**src/rtl/pq_pkg.sv**
```systemverilog
package pq_pkg;
  typedef logic [7:0] byte_t;

  function automatic logic [1:0] mask_bytes(input logic [1:0] m);
    return {1'b0, m[0]} + {1'b0, m[1]};
  endfunction
endpackage

```
**src/rtl/pq_ptr_adv.sv**
```systemverilog
module pq_ptr_adv #(
  parameter int DEPTH = 6,
  localparam int PW = $clog2(DEPTH)
) (
  input  logic [PW-1:0] ptr_i,
  input  logic [1:0]    inc_i,
  output logic [PW-1:0] ptr_o
);
  logic [PW:0] sum;

  always_comb begin
    sum = {1'b0, ptr_i} + (PW+1)'(inc_i);
    if (sum >= (PW+1)'(DEPTH)) sum = sum - (PW+1)'(DEPTH);
    ptr_o = sum[PW-1:0];
  end
endmodule

```
**src/rtl/pq_level.sv**
```systemverilog
module pq_level #(
  parameter int DEPTH = 6,
  localparam int LW = $clog2(DEPTH+1)
) (
  input  logic          clk,
  input  logic          rst_n,
  input  logic          flush_i,
  input  logic [1:0]    add_i,
  input  logic          sub_i,
  output logic [LW-1:0] level_o
);
  logic [LW-1:0] level_q, level_d;

  always_comb begin
    if (flush_i) level_d = '0;
    else         level_d = level_q + LW'(add_i) - LW'(sub_i);
  end

  always_ff @(posedge clk or negedge rst_n) begin
    if (!rst_n) level_q <= '0;
    else        level_q <= level_d;
  end

  assign level_o = level_q;
endmodule

```
**src/rtl/pq_store.sv**
```systemverilog
module pq_store #(
  parameter int DEPTH = 6,
  localparam int PW = $clog2(DEPTH)
) (
  input  logic          clk,
  input  logic          we_a_i,
  input  logic [PW-1:0] addr_a_i,
  input  pq_pkg::byte_t data_a_i,
  input  logic          we_b_i,
  input  logic [PW-1:0] addr_b_i,
  input  pq_pkg::byte_t data_b_i,
  input  logic [PW-1:0] raddr_i,
  output pq_pkg::byte_t rdata_o
);
  pq_pkg::byte_t slot_q [DEPTH];

  for (genvar g = 0; g < DEPTH; g++) begin : g_slot
    logic          en_a, en_b, slot_en;
    pq_pkg::byte_t slot_d;

    always_comb begin
      en_a    = we_a_i && (addr_a_i == PW'(g));
      en_b    = we_b_i && (addr_b_i == PW'(g));
      slot_en = en_a || en_b;
      slot_d  = en_a ? data_a_i : data_b_i;
    end

    always_ff @(posedge clk) begin
      if (slot_en) slot_q[g] <= slot_d;
    end
  end

  assign rdata_o = slot_q[raddr_i];
endmodule

```
**src/rtl/prefetch_queue.sv**
```systemverilog
module prefetch_queue #(
  parameter int DEPTH = 6,
  localparam int PW = $clog2(DEPTH),
  localparam int LW = $clog2(DEPTH+1)
) (
  input  logic          clk,
  input  logic          rst_n,
  input  logic          flush_i,
  input  logic          wr_en_i,
  input  logic [15:0]   wr_data_i,
  input  logic [1:0]    wr_mask_i,
  input  logic          rd_en_i,
  output logic [7:0]    rd_data_o,
  output logic          rd_valid_o,
  output logic [LW-1:0] level_o,
  output logic          fetch_req_o
);
  import pq_pkg::*;

  logic [PW-1:0] wr_ptr_q, wr_ptr_d, rd_ptr_q, rd_ptr_d;
  logic [PW-1:0] wr_ptr_p1, wr_ptr_adv, rd_ptr_adv;
  logic [LW-1:0] level, free_slots;
  logic [1:0]    nbytes, push_n;
  logic          push_ok, pop_ok;
  byte_t         first_byte;

  always_comb begin
    nbytes     = mask_bytes(wr_mask_i);
    free_slots = LW'(DEPTH) - level;
    push_ok    = wr_en_i && !flush_i && (nbytes != 2'd0) && (free_slots >= LW'(nbytes));
    pop_ok     = rd_en_i && !flush_i && (level != '0);
    push_n     = push_ok ? nbytes : 2'd0;
    first_byte = wr_mask_i[0] ? wr_data_i[7:0] : wr_data_i[15:8];
  end

  pq_ptr_adv #(.DEPTH(DEPTH)) u_wp_one (.ptr_i(wr_ptr_q), .inc_i(2'd1),            .ptr_o(wr_ptr_p1));
  pq_ptr_adv #(.DEPTH(DEPTH)) u_wp_adv (.ptr_i(wr_ptr_q), .inc_i(push_n),          .ptr_o(wr_ptr_adv));
  pq_ptr_adv #(.DEPTH(DEPTH)) u_rp_adv (.ptr_i(rd_ptr_q), .inc_i({1'b0, pop_ok}),  .ptr_o(rd_ptr_adv));

  always_comb begin
    if (flush_i) begin
      wr_ptr_d = '0;
      rd_ptr_d = '0;
    end else begin
      wr_ptr_d = wr_ptr_adv;
      rd_ptr_d = rd_ptr_adv;
    end
  end

  always_ff @(posedge clk or negedge rst_n) begin
    if (!rst_n) begin
      wr_ptr_q <= '0;
      rd_ptr_q <= '0;
    end else begin
      wr_ptr_q <= wr_ptr_d;
      rd_ptr_q <= rd_ptr_d;
    end
  end

  pq_level #(.DEPTH(DEPTH)) u_level (
    .clk     (clk),
    .rst_n   (rst_n),
    .flush_i (flush_i),
    .add_i   (push_n),
    .sub_i   (pop_ok),
    .level_o (level)
  );

  pq_store #(.DEPTH(DEPTH)) u_store (
    .clk      (clk),
    .we_a_i   (push_ok),
    .addr_a_i (wr_ptr_q),
    .data_a_i (first_byte),
    .we_b_i   (push_ok && (wr_mask_i == 2'b11)),
    .addr_b_i (wr_ptr_p1),
    .data_b_i (wr_data_i[15:8]),
    .raddr_i  (rd_ptr_q),
    .rdata_o  (rd_data_o)
  );

  assign level_o     = level;
  assign rd_valid_o  = (level != '0);
  assign fetch_req_o = (free_slots >= LW'(2));
endmodule

```
**config.mk**
```make
export PLATFORM = sky130hd
export DESIGN_NAME = prefetch_queue
export DESIGN_NICKNAME = d
export VERILOG_FILES = /design/src/rtl/pq_pkg.sv /design/src/rtl/pq_ptr_adv.sv /design/src/rtl/pq_level.sv /design/src/rtl/pq_store.sv /design/src/rtl/prefetch_queue.sv
export SDC_FILE = /design/constraint.sdc
export NUM_CORES = 1
export LEC_CHECK = 0
export ABC_AREA = 0
export ABC_CLOCK_PERIOD_IN_PS = 6000
export CAP_MARGIN = 20
export CORE_MARGIN = 3
export CORE_UTILIZATION = 55
export DETAILED_ROUTE_END_ITERATION = 6
export PLACE_DENSITY = 0.75
export SYNTH_ARGS = -nofsm -noshare
export SYNTH_HDL_FRONTEND = slang
export SYNTH_SLANG_ARGS = --single-unit
```
**constraint.sdc**
```tcl
create_clock -name clk -period 6 [get_ports clk]
set_clock_uncertainty 0.2 [all_clocks]
set_input_delay 1.2 -clock clk [delete_from_list [all_inputs] [get_ports clk]]
set_output_delay 1.2 -clock clk [all_outputs]
set_load 0.02 [all_outputs]
```
==> impl_results.md, run 1 <==
* Pre-antenna DRT Iters at 4
* Placer congestion estimate at ~0.87
* CORE AREA at 0.00596 sq mm
* Drt wl/cell at 18.6 microns
* Sw Share at about 28%
* Adder-cell share of the synthesized area at 7.76%
* GRT Total Usage at 21.0%
* Final Hold Viols at 0
* CP max FO at 8
* Vias per inst at 5.72
* R2R setup slack at about 2600 ps
* Layout Utilization at 67.3%
* # DRC at 0
* Tightest Pin Transition at approximately 1100 ps
* Leakage at 1.43 nW
* Setup violations, final at 0
* Period utilization at roughly 75%
* Power share of the sequential group at 44.2%
* Unrepaired setup endpoints after global routing: no
* Min Hold Slack at 433 ps
* Clock sink total at 57
* Largest net degree at the start of global routing at 21
* XOR/XNOR share of the synthesized area at roughly 1.3%
* Routed Antenna Nets at 0
* Clk_lat worst skew at about 320 ps
* Clock share of power at 32.0%
* EDFF count, synth at 48
* Vias in the first global route at roughly 2200
* Worst EP arrival at 4530 ps
* Ys flop type: edfxtp_1
* Initial Utilization at 57.4%
* Register bit total from synthesis at 57
* Kind of critical path: primary input to flip-flop
* Power Dens Cells at between 200 and 300 mW/mm^2
* Share of layout cells above drive strength 1 at 26.0%
* Post-Synth Simple-Gate Area at roughly a tenth
* Initial antenna violation count at 0
* Hold Buf Count CTS at 0
* Clock Path Buffers at 2
* CTS tree: yes
* Syn Area/Cell at 13.3 sq um
* CTS H-Tree Depth at 3
* Fmax at 223 MHz
* # rows at 28
* GRT Residual Overflow at 0
* Total chip power at 1.06 mW
* Internal power at 766 uW
* Sw Pwr at between 200 and 300 uW
* Num ports at 36
* Post-Synthesis Cell Area at 0.00342 sq mm
* Root Driver: clkbuf_8
* Synth unique cells at 38
* CP endpoint kind: flip-flop
* TNS Setup at 0 ps
* Layout area overhead at 17.2%
* DIE AREA at 0.00720 sq mm
* Die Span X at 84.9 microns
* Via count at around 2100
* Mapped Cells at 257
* Startpoint class of the critical path: primary input
* Chip Height at 84.9 microns
* Hold WC Path Type: flip-flop to flip-flop
* Global-route wire length before repair at 11300 microns
* Critical Path RT at 6050 ps
* Syn_nets at 300
* Mux share of post-synthesis cell area at between 20% and 30%
* Minimum clock period at around 4500 ps
* Synth warn at 0
* Synth Area in Compound Gates at under 10%
* Sequential share of the synthesized area at between 40% and 50%
* Total Wirelength at 6970 microns
* Logic gate share of total power at 23.8%
* Starting DRC count in detailed routing at roughly 110
* Clk pin slew, worst setup/hold paths at 70 ps
* Maxcap violations at 0
* Fin. max-slew vios at 0
* Status: complete, no violations
* PostCTS Resize Cnt at 0
* Largest family of logic cells by synthesized area: multiplexers
* Post-CTS setup buffers at 0
* Number of diodes at 0
* Maximum VDD drop at 0.175 mV
* Fraction of synthesis flops using an asynchronous set or reset pin at about 16%
* CTS buffer count at 9
* DPL Wire Length at 4730 microns
* Worst slew margin at 29.8%
* Total Nets Final at 338
* Number of I/O port buffers at 35
critical path, cell delays in order:
cell and delay (ps):
clkdlybuf4s50_1 550, inv_1 70, ha_1 310, ha_1 260, nand2b_1 170, a211oi_4 510, nor2b_1 120, and2_1 210
ha_1 200, inv_1 70, fa_1 440, nor2_1 160, nand3_1 90, a21oi_1 160
state kept, by name, summed over array words and instances, names as in the netlist:
| name | flops |
|---|---|
| rd_ptr_q | 3 |
| u_level.level_o | 3 |
| u_store.slot_q | 48 |
| wr_ptr_q | 3 |
cells in the mapped netlist, types with 2 or more instances:
| master | number | share of area [%] |
|---|---|---|
| nor4b_4 | 3 | 2.1 |
| mux4_2 | 8 | 5.3 |
| nand2b_1 | 3 | 0.55 |
| o21ai_0 | 5 | 0.73 |
| buf_6 | 2 | 0.66 |
| a22oi_1 | 2 | 0.44 |
| a31oi_1 | 2 | 0.37 |
| nand2_1 | 9 | 0.99 |
| inv_1 | 14 | 1.5 |
| mux2i_1 | 10 | 2.9 |
| and2_1 | 2 | 0.37 |
| or3_1 | 3 | 0.55 |
| clkbuf_1 | 5 | 0.55 |
| xnor2_1 | 3 | 0.77 |
| buf_2 | 3 | 0.44 |
| ha_1 | 18 | 6.6 |
| dfrtp_1 | 9 | 6.6 |
| edfxtp_1 | 48 | 42 |
| a21oi_1 | 13 | 1.9 |
| mux2_2 | 48 | 16 |
| xor2_1 | 2 | 0.51 |
| nor3_1 | 2 | 0.29 |
| and3_1 | 2 | 0.37 |
| fa_1 | 2 | 1.2 |
| nand3_1 | 2 | 0.29 |
| nor2b_1 | 5 | 0.91 |
| nor2_1 | 21 | 2.3 |
area by class of cell:
cell class / instances / area, sq um
repair buffers: 37 / 365
flip-flops and latches: 57 / 1670
clock inverters: 6 / 58.8
clock buffers: 10 / 128
inverters: 14 / 52.6
fillers: 479 / 1950
multi-input cells: 176 / 1640
well taps: 75 / 93.8
kinds of logic after synthesis:
| logic type | after synthesis |
|---|---|
| compound gates | 26 |
| xor+xnor | 5 |
| fa+ha+maj | 20 |
| buf+inv | 24 |
| flops | 57 |
| mux | 66 |
| simple gates | 59 |
power by group through the flow:
stage	clock network [mW]	registers, mW	logic [mW]
after global placement	0	0.479	0.248
after floorplan	0	0.470	0.170
after detailed placement	0	0.479	0.256
final	0.340	0.470	0.253
after CTS	0.348	0.471	0.256
after global routing	0.366	0.473	0.277
layout by cell type (no fill, tap or decap), types with 2 or more instances in the layout:
master	Yosys	routed
mux2i_1	10	10
nand2b_1	3	3
nor3_1	2	2
a21oi_1	13	13
ha_1	18	18
o21ai_0	5	5
xnor2_1	3	3
nor2b_1	5	5
mux4_2	8	8
a31oi_1	2	2
nand3_1	2	2
a22oi_1	2	2
clkinv_1	0	2
mux2_2	48	48
and2_1	2	2
clkbuf_8	0	9
fa_1	2	2
dfrtp_1	9	9
nor2_1	21	21
buf_4	0	2
and3_1	2	2
inv_1	14	14
nand2_1	9	9
clkdlybuf4s50_1	0	35
or3_1	3	3
nor4b_4	3	3
edfxtp_1	48	48
xor2_1	2	2
worst paths after layout:
| check | depth (start not counted) | from | to |
|---|---|---|---|
| worst max-delay path | 14 | wr_mask_i[0] | wr_ptr_q[2] |
| worst min register to register | 2 | u_level.level_o[2] | u_level.level_o[2] |
| worst max register to register | 13 | u_level.level_o[0] | wr_ptr_q[2] |
| worst min-delay path | 2 | u_level.level_o[2] | u_level.level_o[2] |
| max in group asynchronous | 1 | rst_n | rd_ptr_q[0] |
| min in group asynchronous | 1 | rst_n | wr_ptr_q[1] |
metrics by stage:
stage          instances  area (sq um)  setup WS, ps
2_1_floorplan        257          3420          2000
3_3_place_gp         358          3810          1310
3_5_place_dp         358          3810          1180
4_1_cts              374          4000          1530
5_1_grt              375          4010          1350
6_report             375          4010          1520
layer usage:
layer / GRT usage (%) / share of wire, % / vias to the layer above
li1: - / - / 1032
met1: 30.0 / 44 / 1052
met2: 32.6 / 50 / 52
met3: 3.50 / 4.6 / 8
met4: 8.06 / 1.2 / 0
met5: 0 / 0 / -
No activity file was read; power rests on OpenSTA's default activity.
==> run 2: changes to the inputs <==
--- a/config.mk
+++ b/config.mk
@@ -6,7 +6,7 @@
 export NUM_CORES = 1
 export LEC_CHECK = 0
 export ABC_AREA = 0
-export ABC_CLOCK_PERIOD_IN_PS = 6000
+export ABC_CLOCK_PERIOD_IN_PS = 4500
 export CAP_MARGIN = 20
 export CORE_MARGIN = 3
 export CORE_UTILIZATION = 55
==> constraint.sdc (replaced) <==
create_clock -name clk -period 4.5 [get_ports clk]
set_clock_uncertainty 0.2 [all_clocks]
set_input_delay 0.9 -clock clk [delete_from_list [all_inputs] [get_ports clk]]
set_output_delay 0.9 -clock clk [all_outputs]
set_load 0.02 [all_outputs]
==> impl_results.md, run 2 (same netlist as run 1, synthesis figures left out) <==
* Status: complete, no violations
* Total Wirelength at 7110 microns (+1.9%)
* Starting DRC count in detailed routing at 126 (+19%)
* Period utilization at 86.7%
* Worst slew margin at 19.7% (-10 points)
* Final Hold Viols at 0 (unchanged)
* Vias in the first global route at 2224 (+3.1%)
* Hold Buf Count CTS at 0 (unchanged)
* Share of layout cells above drive strength 1 at 27.9% (+1.9 points)
* Number of diodes at 0 (unchanged)
* Maxcap violations at 0 (unchanged)
* Area post-placement at 0.00387 sq mm (+1.6%)
* Max FFs per register at 48 (unchanged)
* Register area at 0.00167 sq mm (unchanged)
* # rows at 28 (unchanged)
* Critical Path RT at 4550 ps (-1500 ps)
* Global-route wire length before repair at 11600 microns (+2.1%)
* Hold WC Path Type: flip-flop to flip-flop
* Layout area overhead at 19.0%
* Largest net degree at the start of global routing at 21 (unchanged)
* CTS buffer count at 9 (unchanged)
* Fill cells at 453 (-5.4%)
* CTS H-Tree Depth at 3 (unchanged)
* Clk pin slew, worst setup/hold paths at 70 ps (about the same)
* CORE AREA at 0.00596 sq mm (unchanged)
* Pre-antenna DRT Iters at 4 (unchanged)
* Fmax at 256 MHz
* Num ports at 36 (unchanged)
* Most frequent cells in the layout: 48 x mux2_2, 48 x edfxtp_1, 35 x clkdlybuf4s50_1
* Root Driver: clkbuf_8
* Post-CTS setup buffers at 0 (unchanged)
* Post-Layout Inst Area at 0.00407 sq mm (+1.5%)
* CP max stage delay at 550 ps (about the same)
* Clock Path Buffers at 2 (unchanged)
* Fin. max-slew vios at 0 (unchanged)
* Tightest Pin Transition at 1200 ps (+153 ps)
* Clk_lat worst skew at 330 ps (about the same)
* Placer congestion estimate at 0.826 (-4.9%)
* Maximum VDD drop at 0.174 mV (-0.84%)
* Startpoint class of the critical path: primary input
* Initial Utilization at 57.4% (unchanged)
* Leakage at 1.47 nW (+3.0%)
* Initial antenna violation count at 0 (unchanged)
* Routed Antenna Nets at 0 (unchanged)
* Vias per inst at 5.76 (+0.74%)
* Worst EP arrival at 3950 ps (-580 ps)
* Number of I/O port buffers at 35 (unchanged)
* Minimum clock period at ~3900 ps
* Chip Height at 84.9 microns (unchanged)
* Clock sink total at 57 (unchanged)
* Crit-path slowest cell: clkdlybuf4s50_1
* Die Span X at 84.9 microns (unchanged)
* CP cell instances: clkdlybuf4s50_1, inv_1, ha_1, ha_1, nand2b_1, a211oi_4, nor2b_1, and2_1, ha_1, inv_1, fa_1, nor2_1, nand3_1, a21oi_1
* CP max FO at 4 (-4)
* Unrepaired setup endpoints after global routing: no
* GRT Total Usage at 21.5% (+0.52 points)
* CTS tree: yes
* Total Nets Final at 346 (+2.4%)
* Top delay family on crit path: adder cells
* Worst path bufs/invs at 3 (unchanged)
* PostCTS Resize Cnt at 0 (unchanged)
* GRT Residual Overflow at 0 (unchanged)
* CP most frequent cell: ha_1
* Most flops, register: u_store.slot_q
* DPL Wire Length at 4870 microns (+2.9%)
* DIE AREA at 0.00720 sq mm (unchanged)
* Area of the multi-input gates at 0.00164 sq mm (unchanged)
* Setup violations, final at 0 (unchanged)
* TNS Setup at 0 ps (unchanged)
* # DRC at 0 (unchanged)
* Kind of critical path: primary input to flip-flop
* Power Dens Cells at 351 mW/mm^2 (+32%)
* CP endpoint kind: flip-flop
* Via count at 2206 (+2.9%)
* Drt wl/cell at 18.6 microns (-0.19%)
run 2: cell count changes in the layout (fill, tap and decap cells not counted), sizes merged:
cell  previous run  this run
buf              2        10
run 2: through the flow:
step / std cells / worst slack [ps] / power, mW / hold WS (ps) / utilization [%]
6_report: 383 / 600 / 1.43 / 428 / 68.3
3_3_place_gp: 366 / 413 / 0.977 / 394 / 65.1
4_1_cts: 382 / 611 / 1.44 / 429 / 68.2
2_1_floorplan: 257 / 804 / 0.854 / 380 / -
3_5_place_dp: 366 / 271 / 0.989 / 413 / 65.1
5_1_grt: 383 / 442 / 1.51 / 504 / 68.3
run 2: worst min-delay path: stages (launching register included):
cell,delay [ps]
dfrtp_1,420
xnor2_1,130
nor2_1,40
run 2: layer usage:
metal / part of all wire (%) / up-vias / GRT usage [%]
met3: 3.0 / 11 / 3.30
met1: 46 / 1093 / 30.3
met2: 50 / 46 / 34.0
met4: 1.7 / 0 / 8.49
met5: 0 / - / 0
li1: - / 1056 / -
run 2: cell type report:
type	instances	area share, %
Clock buffer	10	3.14
Multi-Input combinational cell	176	40.4
Timing Repair Buffer	45	10.5
Inverter	14	1.29
Sequential cell	57	41.0
Tap cell	75	2.31
Clock inverter	6	1.45
run 2: path summary, 6_finish.rpt:
check | startpoint | to | slack, ps | depth (start not counted)
max reg2reg | wr_ptr_q[2] | u_store.slot_q[4][2] | 1110 | 6
max in group asynchronous | rst_n | rd_ptr_q[0] | 3120 | 1
max | wr_mask_i[0] | wr_ptr_q[2] | 600 | 14
min in group asynchronous | rst_n | wr_ptr_q[1] | 670 | 1
min | u_level.level_o[2] | u_level.level_o[2] | 430 | 2
min reg2reg | u_level.level_o[2] | u_level.level_o[2] | 430 | 2
run 2: where the power goes:
part | switching [mW] | total [mW] | internal [mW]
Sequential | 0.0281 | 0.623 | 0.595
Combinational | 0.171 | 0.354 | 0.183
Clock | 0.199 | 0.450 | 0.252
